<file path="config.mk">
export PLATFORM = sky130hd
export DESIGN_NAME = kbd_cassette_port
export DESIGN_NICKNAME = d
export VERILOG_FILES = /design/src/rtl/kbd_pkg.sv /design/src/rtl/kbd_addr_decode.sv /design/src/rtl/kbd_row_decode.sv /design/src/rtl/kbd_cassette_port.sv
export SDC_FILE = /design/constraint.sdc
export NUM_CORES = 1
export LEC_CHECK = 0
export BUFFER_PORTS_ARGS = -buffer_cell sky130_fd_sc_hd__buf_2
export CAP_MARGIN = 20
export CORE_AREA = 2 2 39 41
export DETAILED_ROUTE_END_ITERATION = 10
export DIE_AREA = 0 0 41 43
export PLACE_DENSITY_LB_ADDON = 0.12
export REMOVE_ABC_BUFFERS = 1
export SYNTH_ARGS = -nofsm -noshare
export SYNTH_HDL_FRONTEND = slang
export SYNTH_HIERARCHICAL = 1
export SYNTH_SLANG_ARGS = --single-unit
</file>
<file path="constraint.sdc">
create_clock -name clk -period 4.52 [get_ports clk]
set_clock_uncertainty 0.1 [all_clocks]
set_input_delay 1.356 -clock clk [delete_from_list [all_inputs] [get_ports clk]]
set_output_delay 1.356 -clock clk [all_outputs]
set_load 0.005 [all_outputs]
</file>
<file path="src/rtl/kbd_pkg.sv">
package kbd_pkg;
    localparam int KBD_DIRECT_ROWS = 8;
    localparam int KBD_EXT_ROWS    = 4;
    localparam int KBD_EXT_SEL_W   = 3;
    localparam int KBD_COLS        = 7;
    localparam int KBD_ADDR_W      = 16;
    localparam int KBD_DATA_W      = KBD_COLS + 1;

    typedef struct packed {
        logic [KBD_DATA_W-1:0] data;
        logic                  oe;
    } kbd_port_state_t;
endpackage

</file>
<file path="src/rtl/kbd_addr_decode.sv">
module kbd_addr_decode #(
    parameter int              ADDR_W   = 16,
    parameter int              WIN_LSB  = 11,
    parameter logic [ADDR_W-1:0] WIN_BASE = 16'h6800
) (
    input  logic [ADDR_W-1:WIN_LSB] addr_hi,
    input  logic                    rd,
    input  logic                    bank_sel,
    output logic                    hit
);
    always_comb begin
        hit = rd && bank_sel && (addr_hi == WIN_BASE[ADDR_W-1:WIN_LSB]);
    end
endmodule

</file>
<file path="src/rtl/kbd_row_decode.sv">
module kbd_row_decode #(
    parameter int DIRECT_ROWS = 8,
    parameter int EXT_ROWS    = 4,
    parameter int EXT_SEL_W   = 3,
    localparam int SEL_W      = DIRECT_ROWS + EXT_SEL_W,
    localparam int ROWS       = DIRECT_ROWS + EXT_ROWS
) (
    input  logic             active,
    input  logic [SEL_W-1:0] sel,
    output logic [ROWS-1:0]  row_n
);
    logic [EXT_SEL_W-1:0] ext_code;
    assign ext_code = sel[DIRECT_ROWS +: EXT_SEL_W];

    for (genvar i = 0; i < DIRECT_ROWS; i++) begin : g_direct
        assign row_n[i] = ~(active & ~sel[i]);
    end

    for (genvar j = 0; j < EXT_ROWS; j++) begin : g_ext
        assign row_n[DIRECT_ROWS + j] = ~(active & (ext_code == EXT_SEL_W'(j)));
    end
endmodule

</file>
<file path="src/rtl/kbd_cassette_port.sv">
module kbd_cassette_port
    import kbd_pkg::*;
#(
    parameter int                ADDR_W      = KBD_ADDR_W,
    parameter int                DIRECT_ROWS = KBD_DIRECT_ROWS,
    parameter int                EXT_ROWS    = KBD_EXT_ROWS,
    parameter int                EXT_SEL_W   = KBD_EXT_SEL_W,
    parameter int                COLS        = KBD_COLS,
    parameter logic [ADDR_W-1:0] WIN_BASE    = 16'h6800,
    localparam int               WIN_LSB     = DIRECT_ROWS + EXT_SEL_W,
    localparam int               ROWS        = DIRECT_ROWS + EXT_ROWS,
    localparam int               DATA_W      = COLS + 1
) (
    input  logic              clk,
    input  logic              rst_n,
    input  logic [ADDR_W-1:0] bus_addr,
    input  logic              bus_rd,
    input  logic              io_bank_sel,
    output logic [ROWS-1:0]   row_n,
    input  logic [COLS-1:0]   col_n,
    input  logic              tape_in,
    output logic [DATA_W-1:0] rd_data,
    output logic              rd_data_oe
);
    logic            hit;
    kbd_port_state_t state_d, state_q;

    kbd_addr_decode #(
        .ADDR_W  (ADDR_W),
        .WIN_LSB (WIN_LSB),
        .WIN_BASE(WIN_BASE)
    ) u_addr_decode (
        .addr_hi (bus_addr[ADDR_W-1:WIN_LSB]),
        .rd      (bus_rd),
        .bank_sel(io_bank_sel),
        .hit     (hit)
    );

    kbd_row_decode #(
        .DIRECT_ROWS(DIRECT_ROWS),
        .EXT_ROWS   (EXT_ROWS),
        .EXT_SEL_W  (EXT_SEL_W)
    ) u_row_decode (
        .active(hit),
        .sel   (bus_addr[WIN_LSB-1:0]),
        .row_n (row_n)
    );

    always_comb begin
        state_d      = '0;
        if (hit) begin
            state_d.data = {tape_in, col_n};
            state_d.oe   = 1'b1;
        end
    end

    always_ff @(posedge clk or negedge rst_n) begin
        if (!rst_n) begin
            state_q <= '0;
        end else begin
            state_q <= state_d;
        end
    end

    assign rd_data    = state_q.data;
    assign rd_data_oe = state_q.oe;
endmodule

</file>
-- After elaboration in Yosys (flattened, before gate mapping)
Cells that the tools add are included.
- equal/unequal tests: 4
- multiplexer cells: 1
- bitwise logic cells: 32
- reduce and logical (&&, ||, !) cells: 3
- operators with widths (operator ; count):
    $not 1->1 ; 20
    $and 1x1->1 ; 12
    $mux 9 ; 1
    $eq 3x2->1 const B ; 2
    $eq 5x4->1 const B ; 1
    $eq 3x1->1 const B ; 1
    $logic_not 3->1 ; 1
    $logic_and 1x1->1 ; 2
- register bits after elaboration: 9
- input bits: 28
- output and inout port bits: 21

-- Logic depth before layout (Yosys ltp)
Gate-level depths: netlist of the first run.
- depth after elaboration: 4
- mapped depth: 4

-- Cells and area by module
The synthesis of the first run kept the hierarchy.
- modules (own cells, without submodules) (module ; times used ; cells an instance ; area an instance (sq um)):
    kbd_cassette_port ; 1 ; 17 ; 275.3
    kbd_row_decode ; 1 ; 13 ; 96.3
    kbd_addr_decode ; 1 ; 2 ; 18.8

-- Least setup slack after synthesis of the first run
No wires, ideal clock.
- path kind: input-to-output
- from: input bus_addr[15]
- to: output row_n[8]
- arrival time: 2373 ps
- required time: 3064 ps
- path slack: 691 ps
- cell stages on the path: 3
- cell sequence: nor4bb_1 and4_1 or4b_1
- longest elaborated chain between the ends: 4
- RTL lines (what ; line ; RTL):
    from (decl) ; kbd_cassette_port.sv:16 ; input logic [ADDR_W-1:0] bus_addr,
    $eq 5x4->1 ; kbd_addr_decode.sv:12 ; hit = rd && bank_sel && (addr_hi == WIN_BASE[ADDR_W-1:WIN_LSB]);
    $logic_and 1x1->1 ; kbd_addr_decode.sv:12 ;
    net hit ; kbd_cassette_port.sv:25 ; logic hit;
    $and 1x1->1 ; kbd_row_decode.sv:20 ; assign row_n[DIRECT_ROWS + j] = ~(active & (ext_code == EXT_SEL_W'(j)));
    $not 1->1 ; kbd_row_decode.sv:20 ;
    to (decl) ; kbd_cassette_port.sv:19 ; output logic [ROWS-1:0] row_n,
The timed path passes the listed nets, and every way through them passes these cells.

-- Final worst setup path of the first run
Same ends and word-level chain as after synthesis.

==> metrics.cfg, run 1 <==
[sta]
worst_slew_pin_slew_ns = 0.206
finalHoldViolations = 0
fin_crit_sh_pct = 88.0
period_minus_slack_ns = 3.98
rsz0062_at_grt = no
max_freq_ghz = 0.252
holdWs_ns = 0.842
slew-limit-headroom_pct = 86.1
final_max_slew_viol_count = 0
setup_ws_ns = 0.544
setup_viol = 0
finalSetupTns_ns = 0

[die]
die_w_um = 41
fp.dieH_um = 43
num_rows = 14
core_area_mm2 = 0.00138
dieArea_mm2 = 0.00176
initial_core_util_pct = 28.2
num_io_pins = 49

[clocking]
clkSinkCount = 9
htreeDepth = 1
cts_made_buffers = 3
root_buffer = clkbuf_4
postCtsHoldBufs = 0
clkTransAtPathRegs_ns = 0.05
ctsLongestPathBuffers = 2
cts_tree = done
post_cts_resize_count = 0
post_cts_buffers = 0

[route]
post_drt_wl_per_cell_um = 9.41
drtAntennaViolNets = 0
drc = 0
dr.pass1.iters = 4
drtIter0Drc = 2
postRouteWirelength_um = 941
vias_per_cell = 4.35
routed-via-count = 435

[pwr]
vdd_drop_max_v = 0.0000930
p_leak_nw = 0.371
cellInternalPower_uw = 125
p_clk_share_pct = 37.0
combPwrFrac_pct = 10.2
p_sw_share_pct = 18.3
cellPowerDensity_mw_per_mm2 = 226
seq_power_share_pct = 52.8
switching_power_uw = 28.0

[min_path]
min_path_type = in -> async

[grt]
grt_use_total_pct = 12.2
overflow = 0
grt_pass1_wl_mm = 1.42
antenna_found_initial = 0
grt_pass1_vias = 386
grt_max_degree = 21

[finish]
fillers = 146
seq_area_um2 = 225
drive_above_1_share_pct = 61.9
final_nets = 113
diodes = 0
synthToLayoutAreaGrowth_pct = 74.0
multi_input_comb_area_um2 = 160

[synthesis]
synthTopCellsByArea = dfrtp_1 (58%), and2_1 (13%), nand2b_1 (13%)
synth.distinct_cells = 9
synth-main-ff-cell = dfrtp_1
syn_inst = 32
synth_edf_count = 0
synth.most_common_cell = dfrtp_1
syn_avg_cell_area_um2 = 12.2
ys_seq_area_share_pct = 57.7
yosysWarnings = 6
ys_ff_latch = 9
yosys.area.top_type = dfrtp_1
synth-async-reset-ratio_pct = 100
syn_area_um2 = 390
yosysTopAreaCellShare_pct = 57.7
synth.top_cells.by_count = dfrtp_1 (9), and2_1 (8), nand2b_1 (8)

[placement]
gp_congestion = 0.659
numPortBuffers = 48
place_ws_ns = 0.546
dp_hpwl_um = 800

[setup_path]
worstPathMaxFanout = 2
path_class = in -> out
crit_path_end_kind = output pin
cp-start-kind = input port
crit_required_ns = 3.06
worstPathArrival_ns = 2.52

[run_status]
run_status = finished clean

[run]
maxCapViolCount = 0

-- critical path, cell delays in order --
cell	delay (ns)
buf_2	0.09
nor4bb_1	0.25
and4_1	0.25
or4b_1	0.43
buf_2	0.14
-- stage by stage --
stage	power [mW]	instance area [µm²]	cells	util [%]
floorplan	0.0851	385	31	-
global placement	0.0979	653	96	47.2
detailed placement	0.0982	653	96	47.2
CTS	0.155	679	100	49.1
global route	0.161	679	100	49.1
finish	0.153	679	100	49.1
-- final timing paths --
path                         startpoint          to  cells after the start
worst max-delay path       bus_addr[15]    row_n[8]                      5
worst min-delay path              rst_n  rd_data[2]                      1
max in group asynchronous         rst_n  rd_data[4]                      1
min in group clk               col_n[4]  rd_data[4]                      2
-- sequential cells by signal, summed over array words and instances (netlist names) --
name and cells:
rd_data 8, rd_data_oe 1
-- power groups by stage --
| stage | registers, mW | clock network (mW) | logic, mW |
|---|---|---|---|
| 3_3_place_gp | 0.0824 | 0 | 0.0156 |
| 2_1_floorplan | 0.0825 | 0 | 0.00267 |
| 4_1_cts | 0.0809 | 0.0586 | 0.0159 |
| 3_5_place_dp | 0.0824 | 0 | 0.0159 |
| 5_1_grt | 0.0809 | 0.0625 | 0.0174 |
| 6_report | 0.0809 | 0.0567 | 0.0156 |
-- per-layer routing --
layer	track usage, %	vias to the layer above	share of wire (%)
met4	12.0	0	2.3
met2	20.0	41	50
met3	0	2	16
met1	12.7	180	31
met5	0	-	0
li1	-	212	-
-- layout make-up --
| cell class | count | area share, % |
|---|---|---|
| flip-flops and latches | 9 | 33.1 |
| repair buffers | 49 | 36.5 |
| clock buffers | 4 | 3.87 |
| multi-input cells | 22 | 23.6 |
| well taps | 16 | 2.95 |
-- layout by cell type (no fill, tap or decap), drive strengths merged --
cell type and instances:
nand4b 1, nand2b 8, clkbuf 4, buf 49
nand4bb 2, and2 8, dfrtp 9, or4b 1
nor4bb 1, and4 1
-- kinds of logic (layout without fill, tap and decap cells) --
| group | after synthesis | count (layout) | synth area share (%) |
|---|---|---|---|
| buffers and inverters | 1 | 53 | 1.28 |
| flip-flops | 9 | 9 | 57.7 |
| AND/OR/NAND/NOR | 22 | 22 | 41.0 |
No activity file was read; power rests on OpenSTA's default activity.
==> run 2, diff against run 1 <==
--- a/config.mk
+++ b/config.mk
@@ -7,9 +7,8 @@
 export LEC_CHECK = 0
 export BUFFER_PORTS_ARGS = -buffer_cell sky130_fd_sc_hd__buf_2
 export CAP_MARGIN = 20
-export CORE_AREA = 2 2 39 41
+export CORE_UTILIZATION = 30
 export DETAILED_ROUTE_END_ITERATION = 10
-export DIE_AREA = 0 0 41 43
 export PLACE_DENSITY_LB_ADDON = 0.12
 export REMOVE_ABC_BUFFERS = 1
 export SYNTH_ARGS = -nofsm -noshare
==> constraint.sdc (replaced) <==
create_clock -name clk -period 4 [get_ports clk]
set_clock_uncertainty 0.1 [all_clocks]
set_input_delay 1.2 -clock clk [delete_from_list [all_inputs] [get_ports clk]]
set_output_delay 1.2 -clock clk [all_outputs]
set_load 0.005 [all_outputs]
==> run 2 against run 1 <==
Against the previous run: routed wire length decreased by 16%; clock-buffer cell count unchanged; via count decreased by 8.7%; power increased by 14%; worst setup slack got worse by 0.18 ns; final area decreased by 0.37%; critical path type unchanged; largest cell class unchanged.
==> metrics.cfg, run 2 (synthesis gave the netlist of run 1 again) <==
[run_status]
run_status = finished clean

[clocking]
htreeDepth = 1
post_cts_buffers = 0
cts_tree = done
postCtsHoldBufs = 0
clkSinkCount = 9
root_buffer = clkbuf_4
clkTransAtPathRegs_ns = 0.05
cts_made_buffers = 3
post_cts_resize_count = 0
ctsLongestPathBuffers = 2

[grt]
grt_pass1_vias = 276
grt_pass1_wl_mm = 1.04
antenna_found_initial = 0
grt_max_degree = 21
grt_use_total_pct = 10.4
overflow = 0

[die]
num_rows = 12
num_io_pins = 49
dieArea_mm2 = 0.00145
die_w_um = 38.1
fp.dieH_um = 38.1
core_area_mm2 = 0.00116
initial_core_util_pct = 33.8

[sta]
finalHoldViolations = 0
setup_viol = 0
worst_slew_pin_slew_ns = 0.186
final_max_slew_viol_count = 0
setup_ws_ns = 0.366
finalSetupTns_ns = 0
max_freq_ghz = 0.275
fin_crit_sh_pct = 90.9
rsz0062_at_grt = no
slew-limit-headroom_pct = 87.5
period_minus_slack_ns = 3.63

[setup_path]
worstPathArrival_ns = 2.33
crit_required_ns = 2.70
path_class = in -> out
slowest_stage = or4b_1
worstPathMaxFanout = 2
crit_path_end_kind = output pin
cp_common_cell = buf_2
cp-start-kind = input port
cpPeakStageDelay_ns = 0.43
crit_chain = buf_2 -> nor4bb_1 -> and4_1 -> or4b_1 -> buf_2

[route]
postRouteWirelength_um = 794
drtAntennaViolNets = 0
vias_per_cell = 4.05
post_drt_wl_per_cell_um = 8.10
routed-via-count = 397
drc = 0
drtIter0Drc = 10
dr.pass1.iters = 4

[pwr]
cellPowerDensity_mw_per_mm2 = 258
p_leak_nw = 0.371
vdd_drop_max_v = 0.0000795

[finish]
final_nets = 113
drive_above_1_share_pct = 61.9
largest_register_ffs = 8
diodes = 0
stdcell_area_um2 = 677
fillers = 108
final_cell_mix = buf_2 (48), dfrtp_1 (9), and2_1 (8), nand2b_1 (8), clkbuf_4 (3)
final_common_cell = buf_2
synthToLayoutAreaGrowth_pct = 73.4
fin_util_pct = 58.5

[placement]
dpl-instance-area_um2 = 651
place_ws_ns = 0.356
numPortBuffers = 48
gp_congestion = 0.644

[min_path]
min_path_type = in -> async

[run]
maxCapViolCount = 0

==> run 2: worst max-delay path: cells and delay by family <==
kind          cells  cell delay (ns)
buf+inv           2             0.23
simple gates      3             0.90
==> run 2: cell type report <==
| cell class | instances | area, µm² | area share, % |
|---|---|---|---|
| clock buffers | 4 | 26.3 | 3.88 |
| repair buffers | 49 | 248 | 36.6 |
| well taps | 14 | 17.5 | 2.59 |
| flip-flops and latches | 9 | 225 | 33.3 |
| multi-input cells | 22 | 160 | 23.7 |
==> run 2: power by group <==
part | switching [mW] | total (mW) | leakage (nW) | internal, mW
sequential | 0.0000571 | 0.0915 | 0.126 | 0.0914
clock | 0.0273 | 0.0655 | 0.0150 | 0.0382
combinational | 0.00547 | 0.0175 | 0.231 | 0.0120
==> run 2: worst max-delay path by stage <==
stage                  from  endpoint  slack [ns]  cells past startpoint
4_1_cts        bus_addr[15]  row_n[8]        0.35                      5
2_1_floorplan  bus_addr[15]  row_n[8]        0.31                      3
3_3_place_gp   bus_addr[15]  row_n[8]        0.36                      5
3_5_place_dp   bus_addr[15]  row_n[8]        0.36                      5
6_report       bus_addr[15]  row_n[8]        0.37                      5
5_1_grt        bus_addr[15]  row_n[8]        0.28                      5
==> run 2: routing by layer <==
metal | vias up | track usage [%] | wire [µm]
met1 | 146 | 12.2 | 313
met3 | 2 | 2.33 | 132
met4 | 0 | 8.04 | 15
li1 | 211 | - | -
met2 | 38 | 16.1 | 332
met5 | - | 0 | 0
==> run 2: stage by stage <==
step           instances  hold WS, ns  power, mW
4_1_cts               98        0.680      0.177
5_1_grt               98        0.680      0.185
2_1_floorplan         31        0.804     0.0962
3_5_place_dp          94        0.951      0.111
6_report              98        0.678      0.174
3_3_place_gp          94        0.950      0.110
==> run 3, diff against run 2 <==
--- a/config.mk
+++ b/config.mk
@@ -7,7 +7,7 @@
 export LEC_CHECK = 0
 export BUFFER_PORTS_ARGS = -buffer_cell sky130_fd_sc_hd__buf_2
 export CAP_MARGIN = 20
-export CORE_UTILIZATION = 30
+export CORE_UTILIZATION = 27
 export DETAILED_ROUTE_END_ITERATION = 10
 export PLACE_DENSITY_LB_ADDON = 0.12
 export REMOVE_ABC_BUFFERS = 1
==> constraint.sdc (replaced) <==
create_clock -name clk -period 3.2 [get_ports clk]
set_clock_uncertainty 0.1 [all_clocks]
set_input_delay 0.96 -clock clk [delete_from_list [all_inputs] [get_ports clk]]
set_output_delay 0.96 -clock clk [all_outputs]
set_load 0.005 [all_outputs]
==> run 3 against run 2 <==
Against the previous run: critical path depth unchanged; worst setup slack worse by 0.36 ns; clock-buffer cell count unchanged; sequential share of layout area down 1.2 points; routed wire length up 14%; final area up 3.9%; die area up 11%; non-clock buffer count unchanged; power up 26%; first-iteration DRC count down 80%; global-route usage up 1.2 points; sequential power up 25%.
==> metrics.cfg, run 3 (synthesis gave the netlist of run 1 again) <==
[sta]
fin_crit_sh_pct = 99.9
max_freq_ghz = 0.313
rsz0062_at_grt = yes
holdWs_ns = 0.445
setup_viol = 0
slew-limit-headroom_pct = 87.7
finalHoldViolations = 0
worst_slew_pin_slew_ns = 0.185
period_minus_slack_ns = 3.20
final_max_slew_viol_count = 0

[grt]
grt_max_degree = 21
grt_pass1_vias = 337
grt_use_total_pct = 11.5
met2_usage_pct = 18.5
overflow = 0
grt_pass1_wl_mm = 1.22
busiest_layer = met2
antenna_found_initial = 0
grt_util_met1_pct = 13.7
globalRouteMet3Util_pct = 0.556

[clocking]
clkTransAtPathRegs_ns = 0.05
cts_made_buffers = 3
root_buffer = clkbuf_4
ctsLongestPathBuffers = 2
post_cts_buffers = 0
htreeDepth = 1
clkSinkCount = 9
cts_tree = done
postCtsHoldBufs = 0

[placement]
gp_congestion = 0.714
dpl-instance-area_um2 = 652
numPortBuffers = 48
dp_hpwl_um = 758

[setup_path]
crit_chain = buf_2 -> nor4bb_4 -> and4_1 -> or4b_4 -> buf_2
worstPathMaxFanout = 2
worstPathArrival_ns = 2.14
path_class = in -> out
critPathTopFamily = simple AND/OR/NAND/NOR gates
startpoint = bus_addr[15]
slowest_stage = or4b_4
cp-start-kind = input port
cpPeakStageDelay_ns = 0.46
crit_required_ns = 2.14
crit_path_end_kind = output pin
crit_buf_inv = 2
cp_common_cell = buf_2

[run]
maxCapViolCount = 0

[die]
core_area_mm2 = 0.00132
fp.dieH_um = 40.0
num_rows = 13
num_io_pins = 49
dieArea_mm2 = 0.00160
initial_core_util_pct = 29.6
die_w_um = 40.0

[finish]
fillers = 133
stdcell_area_um2 = 703
final_common_cell = buf_2
largest_register_ffs = 8
diodes = 0
synthToLayoutAreaGrowth_pct = 80.1
drive_above_1_share_pct = 64.3
final_cell_mix = buf_2 (47), dfrtp_1 (9), and2_1 (8), nand2b_1 (8), clkbuf_4 (3)
fin_util_pct = 53.4
final_nets = 113

[route]
post_drt_wl_per_cell_um = 9.18
postRouteWirelength_um = 909
dr.pass1.iters = 2
drtAntennaViolNets = 0
routed-via-count = 429
drtIter0Drc = 2
vias_per_cell = 4.33
drc = 0

[min_path]
min_path_type = in -> async

[pwr]
cellPowerDensity_mw_per_mm2 = 313
p_leak_nw = 0.384
vdd_drop_max_v = 0.0000987

[run_status]
run_status = finished clean

[run 3: path summary, 6_finish.rpt]
check / endpoint / slack (ns) / cells past startpoint
setup / recovery: row_n[8] / 0.003 / 5
hold / removal: rd_data_oe / 0.45 / 1
min in group clk: rd_data[4] / 0.82 / 2
max in group asynchronous: rd_data[1] / 2.39 / 1
[run 3: layer usage]
metal	part of all wire [%]	vias to the layer above
li1	-	213
met1	37	179
met2	50	37
met3	12	0
met4	0	0
met5	0	-
[run 3: what timing repair did]
item,in CTS,in global routing
gates resized for setup,1,3
endpoints found under the setup margin,1,4
pin swaps,2,1
[run 3: through the flow]
| step | instances | worst slack [ns] | TNS [ns] | total power, mW |
|---|---|---|---|---|
| CTS | 99 | -0.00646 | -0.00646 | 0.223 |
| global route | 99 | -0.0802 | -0.0802 | 0.236 |
| floorplan | 31 | -0.00786 | -0.00786 | 0.120 |
| detailed placement | 95 | -0.000752 | -0.000752 | 0.139 |
| global placement | 95 | 0.0144 | 0 | 0.138 |
| finish | 99 | 0.00262 | 0 | 0.220 |
[run 3: report_power, final]
| group | total, mW | switching [mW] | internal (mW) |
|---|---|---|---|
| clock | 0.0812 | 0.0336 | 0.0477 |
| sequential | 0.114 | 0.0000717 | 0.114 |
| combinational | 0.0249 | 0.00790 | 0.0170 |
| total | 0.220 | 0.0415 | 0.179 |
[run 3: cell type report]
class	count	area, µm²	share of cell area (%)
Clock buffer	4	26.3	3.74
Multi-Input combinational cell	22	179	25.4
Sequential cell	9	225	32.0
Tap cell	15	18.8	2.67
Timing Repair Buffer	49	254	36.1
